## config.mk

```make
export PLATFORM = sky130hd
export DESIGN_NAME = freq_ratio_divider
export DESIGN_NICKNAME = d
export VERILOG_FILES = /design/src/rtl/freq_ratio_divider_pkg.sv /design/src/rtl/freq_ratio_divider_stage.sv /design/src/rtl/freq_ratio_divider_ctrl.sv /design/src/rtl/freq_ratio_divider_lane.sv /design/src/rtl/freq_ratio_divider.sv
export SDC_FILE = /design/constraint.sdc
export NUM_CORES = 1
export LEC_CHECK = 0
export BUFFER_PORTS_ARGS = -buffer_cell sky130_fd_sc_hd__buf_2
export CAP_MARGIN = 10
export CORE_MARGIN = 8
export CORE_UTILIZATION = 60
export DETAILED_ROUTE_END_ITERATION = 8
export GPL_ROUTABILITY_DRIVEN = 0
export GPL_TIMING_DRIVEN = 0
export PLACE_DENSITY = 0.8
export SYNTH_ARGS = -nofsm -noshare
export SYNTH_HDL_FRONTEND = slang
export SYNTH_SLANG_ARGS = --single-unit
```

## constraint.sdc

```tcl
create_clock -name clk -period 2.9 [get_ports clk]
set_input_delay 0.58 -clock clk [delete_from_list [all_inputs] [get_ports clk]]
set_output_delay 0.58 -clock clk [all_outputs]
set_load 0.02 [all_outputs]
```

## src/rtl/freq_ratio_divider_pkg.sv

```systemverilog
package freq_ratio_divider_pkg;

  typedef enum logic [1:0] {
    RATIO_SHORT = 2'd0,
    RATIO_MID   = 2'd1,
    RATIO_LONG  = 2'd2
  } ratio_e;

  localparam int LANES   = 2;
  localparam int LANE_REF = 0;
  localparam int LANE_VAR = 1;

  typedef struct packed {
    logic             clear;
    logic [LANES-1:0] laneTick;
    ratio_e           ratio;
  } div_strobe_t;

  function automatic ratio_e decodeRatio(input logic [1:0] code);
    case (code)
      2'b01:   decodeRatio = RATIO_MID;
      2'b10:   decodeRatio = RATIO_LONG;
      default: decodeRatio = RATIO_SHORT;
    endcase
  endfunction

endpackage

```

## src/rtl/freq_ratio_divider_stage.sv

```systemverilog
module freq_ratio_divider_stage #(
  parameter int MODULUS = 4
) (
  input  logic                       clk,
  input  logic                       clear,
  input  logic                       inc,
  output logic                       carry,
  output logic [$clog2(MODULUS)-1:0] count
);
  localparam int W = $clog2(MODULUS);
  localparam logic [W-1:0] LAST = W'(MODULUS - 1);

  assign carry = inc && (count == LAST);

  always_ff @(posedge clk) begin
    if (clear)      count <= '0;
    else if (carry) count <= '0;
    else if (inc)   count <= count + 1'b1;
  end

  stageRangeR1: assert property (@(posedge clk) disable iff (clear)
    count <= LAST);

endmodule

```

## src/rtl/freq_ratio_divider_ctrl.sv

```systemverilog
module freq_ratio_divider_ctrl
  import freq_ratio_divider_pkg::*;
(
  input  logic        clk,
  input  logic        rst,
  input  logic [1:0]  ratioSel,
  input  logic        inEn,
  input  logic        dcfmMode,
  output div_strobe_t strobe
);
  ratio_e activeRatio;
  ratio_e requested;
  logic   ratioChange;

  always_comb begin
    requested   = decodeRatio(ratioSel);
    ratioChange = (requested != activeRatio);
  end

  always_comb begin
    strobe.clear              = rst || ratioChange;
    strobe.laneTick[LANE_REF] = inEn && !dcfmMode && !strobe.clear;
    strobe.laneTick[LANE_VAR] = inEn && !strobe.clear;
    strobe.ratio              = activeRatio;
  end

  always_ff @(posedge clk) begin
    if (rst || ratioChange) activeRatio <= requested;
  end

  // the active ratio only moves after a clearing cycle
  assert_ratio_clear_R9: assert property (@(posedge clk) disable iff (rst)
    (strobe.ratio != $past(strobe.ratio)) |-> $past(strobe.clear));

endmodule

```

## src/rtl/freq_ratio_divider_lane.sv

```systemverilog
module freq_ratio_divider_lane
  import freq_ratio_divider_pkg::*;
#(
  parameter int FIRST_MOD  = 4,
  parameter int MIDDLE_MOD = 4,
  parameter int LAST_MOD   = 25
) (
  input  logic   clk,
  input  logic   clear,
  input  logic   tick,
  input  ratio_e ratio,
  output logic   pulse,
  output logic   phase
);
  localparam int MW = $clog2(MIDDLE_MOD);

  logic [$clog2(FIRST_MOD)-1:0] firstCount;
  logic [MW-1:0]                middleCount;
  logic [$clog2(LAST_MOD)-1:0]  lastCount;
  logic firstCarry, middleCarry, lastCarry;
  logic middleInc, lastInc, terminal;

  freq_ratio_divider_stage #(.MODULUS(FIRST_MOD)) firstStage (
    .clk(clk), .clear(clear), .inc(tick),
    .carry(firstCarry), .count(firstCount));

  freq_ratio_divider_stage #(.MODULUS(MIDDLE_MOD)) middleStage (
    .clk(clk), .clear(clear), .inc(middleInc),
    .carry(middleCarry), .count(middleCount));

  freq_ratio_divider_stage #(.MODULUS(LAST_MOD)) lastStage (
    .clk(clk), .clear(clear), .inc(lastInc),
    .carry(lastCarry), .count(lastCount));

  always_comb begin
    middleInc = (ratio == RATIO_LONG) && firstCarry;
    case (ratio)
      RATIO_LONG: lastInc = middleCarry;
      RATIO_MID:  lastInc = firstCarry;
      default:    lastInc = 1'b0;
    endcase
    terminal = (ratio == RATIO_SHORT) ? firstCarry : lastCarry;
  end

  always_ff @(posedge clk) begin
    if (clear) begin
      pulse <= 1'b0;
      phase <= 1'b0;
    end else begin
      pulse <= terminal;
      if (terminal) phase <= ~phase;
    end
  end

  // divided pulse lasts one cycle
  assert_pulse_width_R6: assert property (@(posedge clk) disable iff (clear)
    pulse |=> !pulse);

  // phase moves only together with a pulse
  assert_phase_tracks_R10: assert property (@(posedge clk) disable iff (clear)
    (!$past(clear) && (phase != $past(phase))) |-> pulse);

  // a pulse always follows a counted input period
  assert_pulse_after_tick_R7: assert property (@(posedge clk) disable iff (clear)
    pulse |-> $past(tick));

  // middle stage idle unless the longest ratio is active
  assert_middle_idle_R3: assert property (@(posedge clk) disable iff (clear)
    (ratio != RATIO_LONG) |-> (middleCount == '0));

endmodule

```

## src/rtl/freq_ratio_divider.sv

```systemverilog
module freq_ratio_divider
  import freq_ratio_divider_pkg::*;
#(
  parameter int FIRST_MOD  = 4,
  parameter int MIDDLE_MOD = 4,
  parameter int LAST_MOD   = 25
) (
  input  logic       clk,
  input  logic       rst,
  input  logic [1:0] ratioSel,
  input  logic       inEn,
  input  logic       dcfmMode,
  output logic       refPulse,
  output logic       refPhase,
  output logic       varPulse,
  output logic       varPhase
);
  div_strobe_t      strobe;
  logic [LANES-1:0] lanePulse;
  logic [LANES-1:0] lanePhase;

  freq_ratio_divider_ctrl ctrl_i (
    .clk(clk), .rst(rst), .ratioSel(ratioSel), .inEn(inEn),
    .dcfmMode(dcfmMode), .strobe(strobe));

  for (genvar g = 0; g < LANES; g++) begin : gLane
    freq_ratio_divider_lane #(
      .FIRST_MOD(FIRST_MOD), .MIDDLE_MOD(MIDDLE_MOD), .LAST_MOD(LAST_MOD)
    ) lane_i (
      .clk(clk), .clear(strobe.clear), .tick(strobe.laneTick[g]),
      .ratio(strobe.ratio), .pulse(lanePulse[g]), .phase(lanePhase[g]));
  end

  assign refPulse = lanePulse[LANE_REF];
  assign refPhase = lanePhase[LANE_REF];
  assign varPulse = lanePulse[LANE_VAR];
  assign varPhase = lanePhase[LANE_VAR];

  // no reference pulse after a cycle in DC-FM mode
  assert_ref_held_R8: assert property (@(posedge clk) disable iff (rst)
    $past(dcfmMode) |-> !refPulse);

  // outputs idle in the cycle after reset
  assert_reset_idle_R1: assert property (@(posedge clk)
    $past(rst) |-> !(refPulse || varPulse || refPhase || varPhase));

endmodule

```

Word-level counts from Yosys, hierarchy flattened
Cells that the tools add are included.
{"block": "word_totals", "ff_bits": 24, "inputBits": 6}
{"block": "classes", "n_addsub": 6, "eq_ne": 11, "muxes": 5, "n_bitwise": 2, "reduce_logical": 21}
{"operator": "$eq A2 B2 Y1 const B", "n": 6}
{"operator": "$reduce_or A2 Y1", "n": 6}
{"operator": "$logic_and A1 B1 Y1", "n": 11}
{"operator": "$add A5 B1 Y5 const B", "n": 2}
{"operator": "$eq A5 B5 Y1 const B", "n": 2}
{"operator": "$add A2 B1 Y2 const B", "n": 4}
{"operator": "$eq A2 B1 Y1 const B", "n": 2}
{"operator": "$pmux W1 S2", "n": 2}
{"operator": "$pmux W2 S2", "n": 1}
{"operator": "$logic_not A1 Y1", "n": 2}
{"operator": "$logic_not A2 Y1", "n": 1}
{"operator": "$mux W1", "n": 2}
{"operator": "$ne A2 B2 Y1", "n": 1}
{"operator": "$not A1 Y1", "n": 2}
{"operator": "$logic_or A1 B1 Y1", "n": 1}

Longest topological paths before layout
Gate-level depths: netlist of the first run.
{"block": "depth", "ltp_word": 12, "depth_mapped": 6, "depth_no_buf": 6}

By module
From an unflattened synthesis of the first run, not the netlist that was laid out.
{"block": "hier_totals", "hier_cells": 134, "area_unflattened_um2": 1295.0}
{"module": "freq_ratio_divider_stage (gLane[0].lane_i.lastStage ...)", "instances": 2, "cells_per_inst": 26, "area_per_inst_um2": 239.0}
{"module": "freq_ratio_divider_stage (gLane[0].lane_i.firstStage ...)", "instances": 4, "cells_per_inst": 10, "area_per_inst_um2": 97.6}
{"module": "freq_ratio_divider_lane", "instances": 2, "cells_per_inst": 15, "area_per_inst_um2": 140.1}
{"module": "freq_ratio_divider_ctrl", "instances": 1, "cells_per_inst": 12, "area_per_inst_um2": 146.4}

Worst setup path before layout of the first run
Ideal clock, no wire load.
{"block": "synth_timing", "path_kind": "input -> register", "start": "input port ratioSel[1]", "end": "register gLane[1].lane_i.middleStage.count[0]", "setup_time_ns": 0.066, "t_arrival_ns": 1.644, "t_required_ns": 2.834, "setup_slack_ns": 1.190, "stages": 5, "path_cell_list": "and4bb_1 a211oi_2 buf_6 or4_4 a21oi_2"}
{"block": "synth_between", "elab_chain_cells": 10, "word_cells_on_any_way": 11, "classes_between": "3 x eq/ne; 1 x mux; 7 x reduce/logical"}
{"element": "start: declaration", "line_no": "freq_ratio_divider.sv:10", "rtl": "input logic [1:0] ratioSel,"}
{"element": "$eq A2 B2 Y1 / $eq A2 B1 Y1 (equally long branches)", "line_no": "freq_ratio_divider_pkg.sv:20", "rtl": "case (code)"}
{"element": "$pmux W2 S2 (*)", "line_no": "freq_ratio_divider_pkg.sv:20"}
{"element": "$ne A2 B2 Y1 (*)", "line_no": "freq_ratio_divider_ctrl.sv:17", "rtl": "ratioChange = (requested != activeRatio);"}
{"element": "$logic_or A1 B1 Y1 (*)", "line_no": "freq_ratio_divider_ctrl.sv:21", "rtl": "strobe.clear = rst || ratioChange;"}
{"element": "$logic_not A1 Y1", "line_no": "freq_ratio_divider_ctrl.sv:23", "rtl": "strobe.laneTick[LANE_VAR] = inEn && !strobe.clear;"}
{"element": "$logic_and A1 B1 Y1", "line_no": "freq_ratio_divider_ctrl.sv:23"}
{"element": "$logic_and A1 B1 Y1", "line_no": "freq_ratio_divider_stage.sv:13", "rtl": "assign carry = inc && (count == LAST);"}
{"element": "$logic_and A1 B1 Y1", "line_no": "freq_ratio_divider_lane.sv:36", "rtl": "middleInc = (ratio == RATIO_LONG) && firstCarry;"}
{"element": "$logic_and A1 B1 Y1", "line_no": "freq_ratio_divider_stage.sv:13"}
{"element": "$reduce_or A2 Y1 (no source line)"}
{"element": "end signal: assignment", "line_no": "freq_ratio_divider_stage.sv:18", "rtl": "else if (inc) count <= count + 1'b1;"}
{"element": "end: declaration", "line_no": "freq_ratio_divider_stage.sv:8", "rtl": "output logic [$clog2(MODULUS)-1:0] count"}
Every way passes the cells marked *; elsewhere a longest branch is shown, timed or not.
A chain may end at the register's enable or synchronous reset.

Worst setup path after layout of the first run
{"block": "layout_timing", "start": "register ctrl_i.activeRatio[0]", "end": "register gLane[1].lane_i.lastStage.count[3]"}
{"block": "layout_between", "elab_chain_cells": 10, "word_cells_on_any_way": 12, "classes_between": "3 x eq/ne; 1 x mux; 8 x reduce/logical"}
{"element": "start: declaration", "line_no": "freq_ratio_divider_ctrl.sv:11", "rtl": "ratio_e activeRatio;"}
{"element": "start signal: assignment", "line_no": "freq_ratio_divider_ctrl.sv:28", "rtl": "if (rst || ratioChange) activeRatio <= requested;"}
{"element": "$ne A2 B2 Y1", "line_no": "freq_ratio_divider_ctrl.sv:17"}
{"element": "$logic_or A1 B1 Y1", "line_no": "freq_ratio_divider_ctrl.sv:21"}
{"element": "$logic_not A1 Y1", "line_no": "freq_ratio_divider_ctrl.sv:23"}
{"element": "$logic_and A1 B1 Y1", "line_no": "freq_ratio_divider_ctrl.sv:23"}
{"element": "$logic_and A1 B1 Y1", "line_no": "freq_ratio_divider_stage.sv:13"}
{"element": "$logic_and A1 B1 Y1", "line_no": "freq_ratio_divider_lane.sv:36"}
{"element": "$logic_and A1 B1 Y1", "line_no": "freq_ratio_divider_stage.sv:13"}
{"element": "$pmux W1 S2", "line_no": "freq_ratio_divider_lane.sv:37", "rtl": "case (ratio)"}
{"element": "$logic_and A1 B1 Y1", "line_no": "freq_ratio_divider_stage.sv:13"}
{"element": "$reduce_or A2 Y1 (no source line)"}
{"element": "end signal: assignment", "line_no": "freq_ratio_divider_stage.sv:18"}
{"element": "end: declaration", "line_no": "freq_ratio_divider_stage.sv:8"}
Parallel ways exist; a longest one is shown, timed or not.

==> results.md, run 1 <==
- Worst path max stage delay: 0.53 ns
- Max-slew violation count: 0
- Vias per cell: 5.97
- Via count: 1068
- Synthesized Nets: 157
- Met3 wire length: 76 um
- #FFs+latches synth: 24
- VDD IR max: 0.000325 V
- Wirelength per Cell: roughly 14 um
- Peak Freq: around 500 MHz
- Hold_buf cts: 0
- Adder-cell share of the synthesized area: a little over a tenth
- Yosys warns: 0
- Main combinational cell family by area after synthesis: simple AND/OR/NAND/NOR gates
- Area occupied by multi-input gates: around 720 um2
- Max Cap Violations: 0
- CP max stage cell: or4_1
- Internal: between 0.4 and 0.5 mW
- Clock Power Share: 24.2%
- Layout area overhead: 7.91%
- # rows: 16
- Sequential area share after synthesis: 39.1%
- P_leak: 0.569 nW
- Sw power: 0.153 mW
- Critical Path AT: 2.23 ns
- Core Region: 1980 um2
- Switch share: 26.6%
- DP Cell Count: 176
- Synth unique cells: 36
- Clk slew on worst S/H paths: 0.12 ns
- Fill cells: 170
- Final period util: 68.6%
- Ant. Diodes: 0
- DR pass1 iterations: 6
- Flop pwr share: 60.2%
- Post-synth EDFFs: 2
- DP Worst Slack: a little over 0.9 ns
- RSZ-0062 raised after global routing: no
- Fin util: a little over two thirds
- Setup TNS: 0 ns
- Crit Path Class: reg -> reg
- Fraction of layout cells with a size suffix above 1: approximately 14%
- Layout Skew: 0.00496 ns
- Nets@finish: roughly 170
- Synthesized area: roughly 1300 um2
- Synth Instances: 140
- Post-CTS setup repair buffer count: 0
- Fin cells: 179
- DRC viols: 0
- CTS tree: built
- Multiplexer share of the synthesized area: under 10%
- Worst-path cell chain: inv_1, ha_1, a21o_1, nand3_1, or4_1, a21oi_1
- Die ar.: 3870 um2
- Initial antenna violation count: 0
- Final Hold Vio Count: 0
- Worst-Margin Slew: 0.354 ns
- Worst skew pair latency: 0.30 ns
- Max transition margin: 76.4%
- Setup ws final: a little over 0.9 ns
- Min-delay worst type: reg -> reg
- Asr flop ratio synth: 0%
- Number of global-route vias before repair: 1062
- PortBufs: 9
- Power per cell area: a little over 400 nW/um2
- Initial drt markers: 25
- Detail Route Antenna Nets: 0
- Top sig layer: met4
- Num Clock Sinks: 24
- Max Fanout on Critical Path: 6
- Compound-gate portion of the synthesized area: 13.2%
- Startpoint types: register
- Die Ht: slightly above 60 um
- Die W: between 60 and 70 um
- Top_reg_cell synth: dfxtp_1
- Deepest clock path buffer count: 2
- Required @ worst endpoint: 3.14 ns
- Mean Syn Cell Area: slightly above 9 um2
- Wire length on met2: about 1300 um
- Post-cts sizing count: 0
- Crit path time final: 1.99 ns
- CTS H-tree lvls: 1
- Num CTS Buffers: 3
- Synth Area in Simple Gates: 27.0%
- IO Pins: 10
- First-pass GRT wire length: roughly 4200 um
- Synth Area in XOR/XNOR: under 10%
- DRT met1 WL: ~1000 um
- Combinational group share of total power: between 10% and 20%
- Remaining Overflow, GRT: 0
- Gr usage total: 12.4%
- Largest net degree at the start of global routing: 13
- FF/Latch Area: ~500 um2
- Dpl hpwl: 1970 um
- Starting Density: 64.6%
- Most common cell after layout, fill and taps aside: dfxtp_1
- Setup-failing EPs final: 0
- CP endpoint kind: register
- Clk Tree Root Cell: clkbuf_4
- WL final: 2460 um
- Status: complete, no violations
- Most frequent cells in the layout: 22 x dfxtp_1, 13 x a21oi_1, 11 x nor2_1, 11 x ha_1, 10 x buf_2
layout make-up:
| class | instances | area share, % |
|---|---|---|
| Multi-Input combinational cell | 103 | 51.8 |
| Buffer | 4 | 2.26 |
| Timing Repair Buffer | 9 | 3.26 |
| Sequential cell | 24 | 36.2 |
| Clock buffer | 3 | 1.63 |
| Tap cell | 27 | 2.44 |
| Inverter | 9 | 2.44 |
through the flow:
| stage | power [mW] | hold WS, ns | area [um2] |
|---|---|---|---|
| floorplan | 0.418 | 0.434 | 1280 |
| global placement | 0.438 | 0.442 | 1360 |
| detailed placement | 0.443 | 0.461 | 1360 |
| CTS | 0.579 | 0.478 | 1380 |
| global route | 0.598 | 0.512 | 1380 |
| finish | 0.574 | 0.474 | 1380 |
synth_stat cells (all sizes together) (2+ instances only):
cell | instances | area share (%)
dfxtp | 22 | 34
a21oi | 14 | 5.8
ha | 11 | 11
nor2 | 11 | 3.2
inv | 9 | 2.6
nand3 | 9 | 3.5
nand2 | 6 | 1.8
nand4 | 6 | 2.9
o21ai | 6 | 2.3
and3 | 3 | 1.5
buf | 3 | 2.1
nor3 | 3 | 1.2
or3 | 3 | 1.5
or4 | 3 | 2.1
xor2 | 3 | 2.1
a21o | 2 | 1.2
a31oi | 2 | 0.98
and2b | 2 | 1.4
and3b | 2 | 1.4
and4b | 2 | 1.6
and4bb | 2 | 2.0
edfxtp | 2 | 4.7
mux2i | 2 | 1.6
nor3b | 2 | 1.2
o31ai | 2 | 1.2
xnor2 | 2 | 1.4
power groups by stage:
stage | sequential, mW | clock, mW | combinational (mW)
after floorplan | 0.351 | 0 | 0.0672
after global placement | 0.352 | 0 | 0.0854
after detailed placement | 0.353 | 0 | 0.0900
after CTS | 0.346 | 0.143 | 0.0904
after global routing | 0.347 | 0.152 | 0.0999
final | 0.345 | 0.139 | 0.0899
registers in the layout, indices dropped and copies added, names as in the netlist:
name,count
gLane.lane_i.firstStage.count,4
gLane.lane_i.phase,2
gLane.lane_i.lastStage.count,10
gLane.lane_i.middleStage.count,4
ctrl_i.activeRatio,2
gLane.lane_i.pulse,2
final timing paths:
path / to / slack (ns) / startpoint / depth (start not counted)
worst max register to register: gLane[1].lane_i.lastStage.count[3] / 0.91 / ctrl_i.activeRatio[0] / 6
worst min register to register: gLane[1].lane_i.phase / 0.47 / gLane[1].lane_i.phase / 1
worst min-delay path: gLane[1].lane_i.phase / 0.47 / gLane[1].lane_i.phase / 1
worst max-delay path: gLane[1].lane_i.lastStage.count[3] / 0.91 / ctrl_i.activeRatio[0] / 6
routing by layer:
layer	global-route usage [%]	up-vias
li1	-	530
met1	12.3	516
met2	24.2	20
met3	3.05	2
met4	3.79	0
met5	0	-
cells by family (layout without fill, tap and decap cells):
group | count (synthesis) | in the layout
buf+inv | 13 | 25
simple gates | 57 | 57
flops | 24 | 24
compound gates | 28 | 28
fa+ha+maj | 11 | 11
mux | 2 | 2
xor+xnor | 5 | 5
critical path: cells and delay by family (launching register included):
kind / cells / cell delay [ns]
and+or+nand+nor: 2 / 0.73
DFF: 1 / 0.47
AOI/OAI and AO/OA: 2 / 0.38
adders and majority gates: 1 / 0.24
buffers and inverters: 1 / 0.12
Power figures use the tool's default switching activity.
==> inputs of run 2 (changes only) <==
Settings changed: CORE_UTILIZATION 60 to 52, PLACE_DENSITY 0.8 to 0.73.
Clock period 2.9 ns to 1.6 ns, I/O delays scaled along.
==> run 2 against run 1 <==
The run now ends with negative setup slack left. Largest cell class unchanged. Via count increased by 10%. Final cell count grew 11%. Fmax increased by 13%. Critical path depth increased by 1. Combinational power grew to 4.7 times the previous value. Clock power grew to 2.9 times the previous value. Non-clock buffer count rose by 16.
==> results.md, run 2 (synthesis gave the netlist of run 1 again) <==
- Worst r2r src: ctrl_i.activeRatio[1]
- Worst path max stage delay: about 0.48 ns
- Max FFs per register: 10
- DRC viols: 0
- Crit path time final: 1.76 ns
- Fraction of layout cells with a size suffix above 1: between 40% and 50%
- R2R depth: 7
- Most common cell after layout, fill and taps aside: dfxtp_1
- Num Clock Sinks: 24
- Die Ht: 65.6 um
- DR pass1 iterations: 4
- Biggest register: gLane.lane_i.lastStage.count
- Gr usage total: 13.4%
- Total power: 1.45 mW
- CP delay by family, top: flip-flops
- Power per cell area: 793 nW/um2
- CP endpoint kind: register
- Die ar.: 4310 um2
- P_leak: 0.716 nW
- Starting Density: 53.2%
- Hold slack: roughly 0.35 ns
- Status: finished with violations
- CP bufs+invs: 2
- Global-route met3 utilization: 2.72%
- Worst-path cell chain: buf_4, ha_4, a21o_4, buf_4, nand4_1, nand3_2, a21oi_1
- R2R setup slack: -0.16 ns
- Final Hold Vio Count: 0
- Crit Path Class: reg -> reg
- Setup-failing EPs final: 22
- GRT busiest layer: met2
- # rows: 18
- Startpoint types: register
- CTS H-tree lvls: 1
- WL final: 3410 um
- GR Util met1: a little over an eighth
- Initial drt markers: slightly below 70
- Core Region: about 2400 um2
- Deepest clock path buffer count: 2
- RSZ-0062 raised after global routing: yes
- Via count: 1179
- PortBufs: 9
- Reg2reg end: gLane[1].lane_i.lastStage.count[1]
- Hold endpoint: ctrl_i.activeRatio[1]
- Clk Tree Root Cell: clkbuf_4
- Nets@finish: 187
- Final period util: 110%
- Layout area overhead: 42.9%
- IO Pins: 10
- Worst-Margin Slew: 0.392 ns
- Vias per cell: 5.92
- Most frequent cells in the layout: 21 x dfxtp_1, 10 x buf_2, 9 x a21oi_1, 9 x buf_4, 8 x ha_1
- Peak Freq: about 570 MHz
- Initial antenna violation count: 0
- Wirelength per Cell: ~17 um
- Met2 usage: 24.8%
- Layout Skew: between 0.0015 and 0.002 ns
- First-pass GRT wire length: 4570 um
- Setup ws final: -0.156 ns
- Failing checks: negative setup slack
- Remaining Overflow, GRT: 0
- Min-delay worst type: in -> reg
- Most used cell along the critical path: buf_4
- Max-slew violation count: 0
- Worst hold path cell count: 2
- Min-delay src: ratioSel[1]
- Max Fanout on Critical Path: 5
- Ant. Diodes: 0
- Required @ worst endpoint: about 1.9 ns
- CP max stage cell: edfxtp_1
- Max transition margin: 73.7%
- Clk slew on worst S/H paths: 0.15 ns
- Num CTS Buffers: 3
- Detail Route Antenna Nets: 0
- Top Registers: gLane.lane_i.lastStage.count x10, gLane.lane_i.firstStage.count x4, gLane.lane_i.middleStage.count x4
- Largest net degree at the start of global routing: 15
- Max Cap Violations: 0
- Number of global-route vias before repair: 1058
- Crit path launch: ctrl_i.activeRatio[1]
- CTS tree: built
- Critical Path AT: 2.03 ns
- Die W: 65.6 um
- Dpl hpwl: 1870 um
- VDD IR max: 0.000713 V
- Worst skew pair latency: about 0.33 ns
run 2: cell types whose count changed in the layout (fill, tap and decap cells not counted), sizes merged:
cell  before  now
buf       12   29
run 2: where the power goes:
group	total [mW]	internal [mW]	switching, mW
sequential	0.627	0.617	0.0104
combinational	0.422	0.213	0.209
clock	0.401	0.191	0.210
total	1.45	1.02	0.429
run 2: cell type report:
cell class	instances	area (um2)
Buffer	4	42.5
Sequential cell	24	502
Fill cell	144	579
Inverter	9	33.8
Timing Repair Buffer	25	213
Multi-Input combinational cell	103	955
Clock buffer	4	47.5
Tap cell	30	37.5
run 2: what timing repair did:
item / CTS / global route
pin swaps: 13 / 30
gates resized for setup: 9 / 50
buffers inserted: 7 / 9
setup endpoints to repair: 10 / 24
hold buffers: 0 / 0
run 2: how the worst max path moves through the flow:
stage	end	slack, ns	cells after the start
floorplan	gLane[1].lane_i.lastStage.count[4]	0.02	6
global placement	gLane[1].lane_i.lastStage.count[4]	-0.09	6
detailed placement	gLane[1].lane_i.phase	-0.14	6
CTS	gLane[1].lane_i.lastStage.count[2]	-0.13	7
global route	gLane[1].lane_i.lastStage.count[1]	-0.19	7
finish	gLane[1].lane_i.lastStage.count[1]	-0.16	7
run 2: worst register-to-register path: cells and delay by family (launching register included):
kind | cells | cell delay [ns]
buffers and inverters | 2 | 0.33
flip-flops | 1 | 0.48
AND/OR/NAND/NOR | 2 | 0.29
adder cells (fa/ha/maj) | 1 | 0.18
AO/OA/AOI/OAI | 2 | 0.41
run 2: routing by layer:
| layer | wire (um) | up-vias | share of wire (%) |
|---|---|---|---|
| met3 | 162 | 11 | 4.8 |
| met5 | 0 | - | 0 |
| met4 | 118 | 0 | 3.5 |
| met2 | 1780 | 33 | 52 |
| met1 | 1350 | 568 | 39 |
| li1 | - | 567 | - |
run 2: metrics by stage:
| stage | utilization, % | setup TNS [ns] | std cells | instance area (um2) | worst slack (ns) |
|---|---|---|---|---|---|
| 6_report | 76.0 | -2.06 | 199 | 1830 | -0.156 |
| 5_1_grt | 76.0 | -3.31 | 199 | 1830 | -0.195 |
| 4_1_cts | 63.5 | -1.19 | 190 | 1530 | -0.125 |
| 3_5_place_dp | 57.0 | -0.768 | 179 | 1370 | -0.144 |
| 3_3_place_gp | 57.0 | -0.355 | 179 | 1370 | -0.0919 |
| 2_1_floorplan | - | 0 | 140 | 1290 | 0.0239 |
==> inputs of run 3 (changes only) <==
Settings changed: CORE_UTILIZATION 52 to 58, GPL_TIMING_DRIVEN 0 to unset, PLACE_DENSITY 0.73 to 0.77.
Clock period 1.6 ns to 2 ns, I/O delays scaled along.
==> run 3 against run 2 <==
Final area down 23%. The flow now finishes without violations. Sequential power down 20%. Highest routed layer unchanged. Wire length down 26%. Fmax down 4.6%. First-iteration DRC count down 63%. Flip-flop and latch count unchanged. Via count down 11%. Worst hold slack better by 0.080 ns. Total power down 38%. Utilization down 11 points.
==> results.md, run 3 (synthesis gave the netlist of run 1 again) <==
- First-pass GRT wire length: 4490 um
- Final period util: between 90 and 100%
- Required @ worst endpoint: 2.26 ns
- Peak Freq: 543 MHz
- Most frequent cells in the layout: 22 x dfxtp_1, 13 x a21oi_1, 11 x nor2_1
- Die Ht: 63 um
- Clk Tree Root Cell: clkbuf_4
- Worst path max stage delay: 0.48 ns
- Hold slack: around 0.43 ns
- Largest net degree at the start of global routing: 14
- Critical Path AT: about 2.1 ns
- Worst-Margin Slew: 0.337 ns
- DRC viols: 0
- VDD IR max: about 0.0004 V
- Max transition margin: 77.5%
- Setup-failing EPs final: 0
- IO Pins: 10
- Startpoint types: register
- Num CTS Buffers: 3
- Power per cell area: 642 nW/um2
- CP endpoint kind: register
- RSZ-0062 raised after global routing: no
- Dpl hpwl: 1920 um
- Core Region: 2150 um2
- Starting Density: roughly three fifths
- Most common cell after layout, fill and taps aside: dfxtp_1
- Initial drt markers: 25
- CP max stage cell: or4_1
- Status: complete, no violations
- CTS tree: built
- R2R setup slack: 0.16 ns
- # rows: 17
- WL final: 2510 um
- DP Area: 1350 um2
- Ant. Diodes: 0
- Worst hold path cell count: 2
- Worst r2r src: ctrl_i.activeRatio[0]
- Min-delay worst type: in -> reg
- Crit path launch: ctrl_i.activeRatio[0]
- Fill cells: 180
- DR pass1 iterations: 4
- Gr usage total: 13.4%
- Worst-path cell chain: inv_1, ha_2, a21o_1, nand3_2, or4_1, a21oi_1
- Max-slew violation count: 0
- P_leak: about 0.58 nW
- Deepest clock path buffer count: 2
- Detail Route Antenna Nets: 0
- Layout Skew: around 0.0014 ns
- Hold endpoint: ctrl_i.activeRatio[1]
- Number of global-route vias before repair: 1115
- Reg2reg end: gLane[1].lane_i.lastStage.count[3]
- Clk slew on worst S/H paths: between 0.1 and 0.15 ns
- Hold_buf cts: 0
- Die ar.: 3970 um2
- Vias per cell: just under 6
- Max Cap Violations: 0
- Min-delay src: ratioSel[1]
- Top Registers: gLane.lane_i.lastStage.count x10, gLane.lane_i.firstStage.count x4, gLane.lane_i.middleStage.count x4
- Post-route cell area: 1400 um2
- PortBufs: 9
- Setup TNS: 0 ns
- Remaining Overflow, GRT: 0
- Nets@finish: between 150 and 200
- Die W: 63 um
- Crit path time final: 1.84 ns
- Final Hold Vio Count: 0
- Initial antenna violation count: 0
- Layout area overhead: 9.57%
- Worst skew pair latency: 0.32 ns
- FF/Latch Area: 500 um2
- Area occupied by multi-input gates: 723 um2
- Fraction of layout cells with a size suffix above 1: 17.0%
- Via count: 1053
- Crit Path Class: reg -> reg
- Num Clock Sinks: 24
- R2R depth: 6
- Wirelength per Cell: 13.9 um
- Max FFs per register: 10
- Max Fanout on Critical Path: 6
- DP Worst Slack: 0.0967 ns
- Biggest register: gLane.lane_i.lastStage.count
- Setup ws final: roughly 0.16 ns
- CTS H-tree lvls: 1
run 3: cell types whose count changed in the layout (fill, tap and decap cells not counted), sizes merged:
cell	before	now
buf	29	13
run 3: metrics by stage:
| stage | instances | utilization, % | power, mW |
|---|---|---|---|
| 2_1_floorplan | 140 | - | 0.606 |
| 3_3_place_gp | 176 | 63.0 | 0.634 |
| 3_5_place_dp | 176 | 63.0 | 0.641 |
| 4_1_cts | 180 | 64.6 | 0.898 |
| 5_1_grt | 181 | 65.3 | 0.938 |
| 6_report | 181 | 65.3 | 0.901 |
run 3: critical path: cells and delay by family (launching register included):
| family | cells | cell delay, ns |
|---|---|---|
| AND/OR/NAND/NOR | 2 | 0.63 |
| adder cells (fa/ha/maj) | 1 | 0.23 |
| AO/OA/AOI/OAI | 2 | 0.36 |
| flip-flops | 1 | 0.45 |
| buffers and inverters | 1 | 0.12 |
run 3: layer usage:
| layer | wire (um) | track usage, % |
|---|---|---|
| met1 | 1110 | 13.6 |
| met2 | 1290 | 24.6 |
| met3 | 46 | 2.15 |
| met4 | 72 | 8.26 |
| met5 | 0 | 0 |
run 3: worst max-delay path by stage:
stage	end	cells after the start	slack, ns
floorplan	gLane[1].lane_i.lastStage.count[3]	6	0.30
global placement	gLane[1].lane_i.lastStage.count[3]	6	0.23
detailed placement	gLane[1].lane_i.lastStage.count[3]	6	0.1
CTS	gLane[1].lane_i.lastStage.count[3]	6	0.07
global route	gLane[1].lane_i.lastStage.count[3]	6	0.02
finish	gLane[1].lane_i.lastStage.count[3]	6	0.16
run 3: final cells by class:
cell class	instances	share of cell area, %
multi-input combinational	103	51.5
tap	28	2.50
inverter	9	2.41
sequential	24	35.7
timing repair buffer	13	5.35
clock buffer	4	2.58
run 3: power by group:
group	leakage (nW)	switching (mW)	internal [mW]	total [mW]
registers	0.199	0.00706	0.493	0.500
logic	0.355	0.0850	0.0526	0.138
clock network	0.0210	0.152	0.111	0.264
total	0.575	0.244	0.657	0.901
run 3: timing repair:
action | in CTS | in global routing
endpoints found under the setup margin | 0 | 1
resized for setup | 0 | 2
setup buffers | 0 | 1
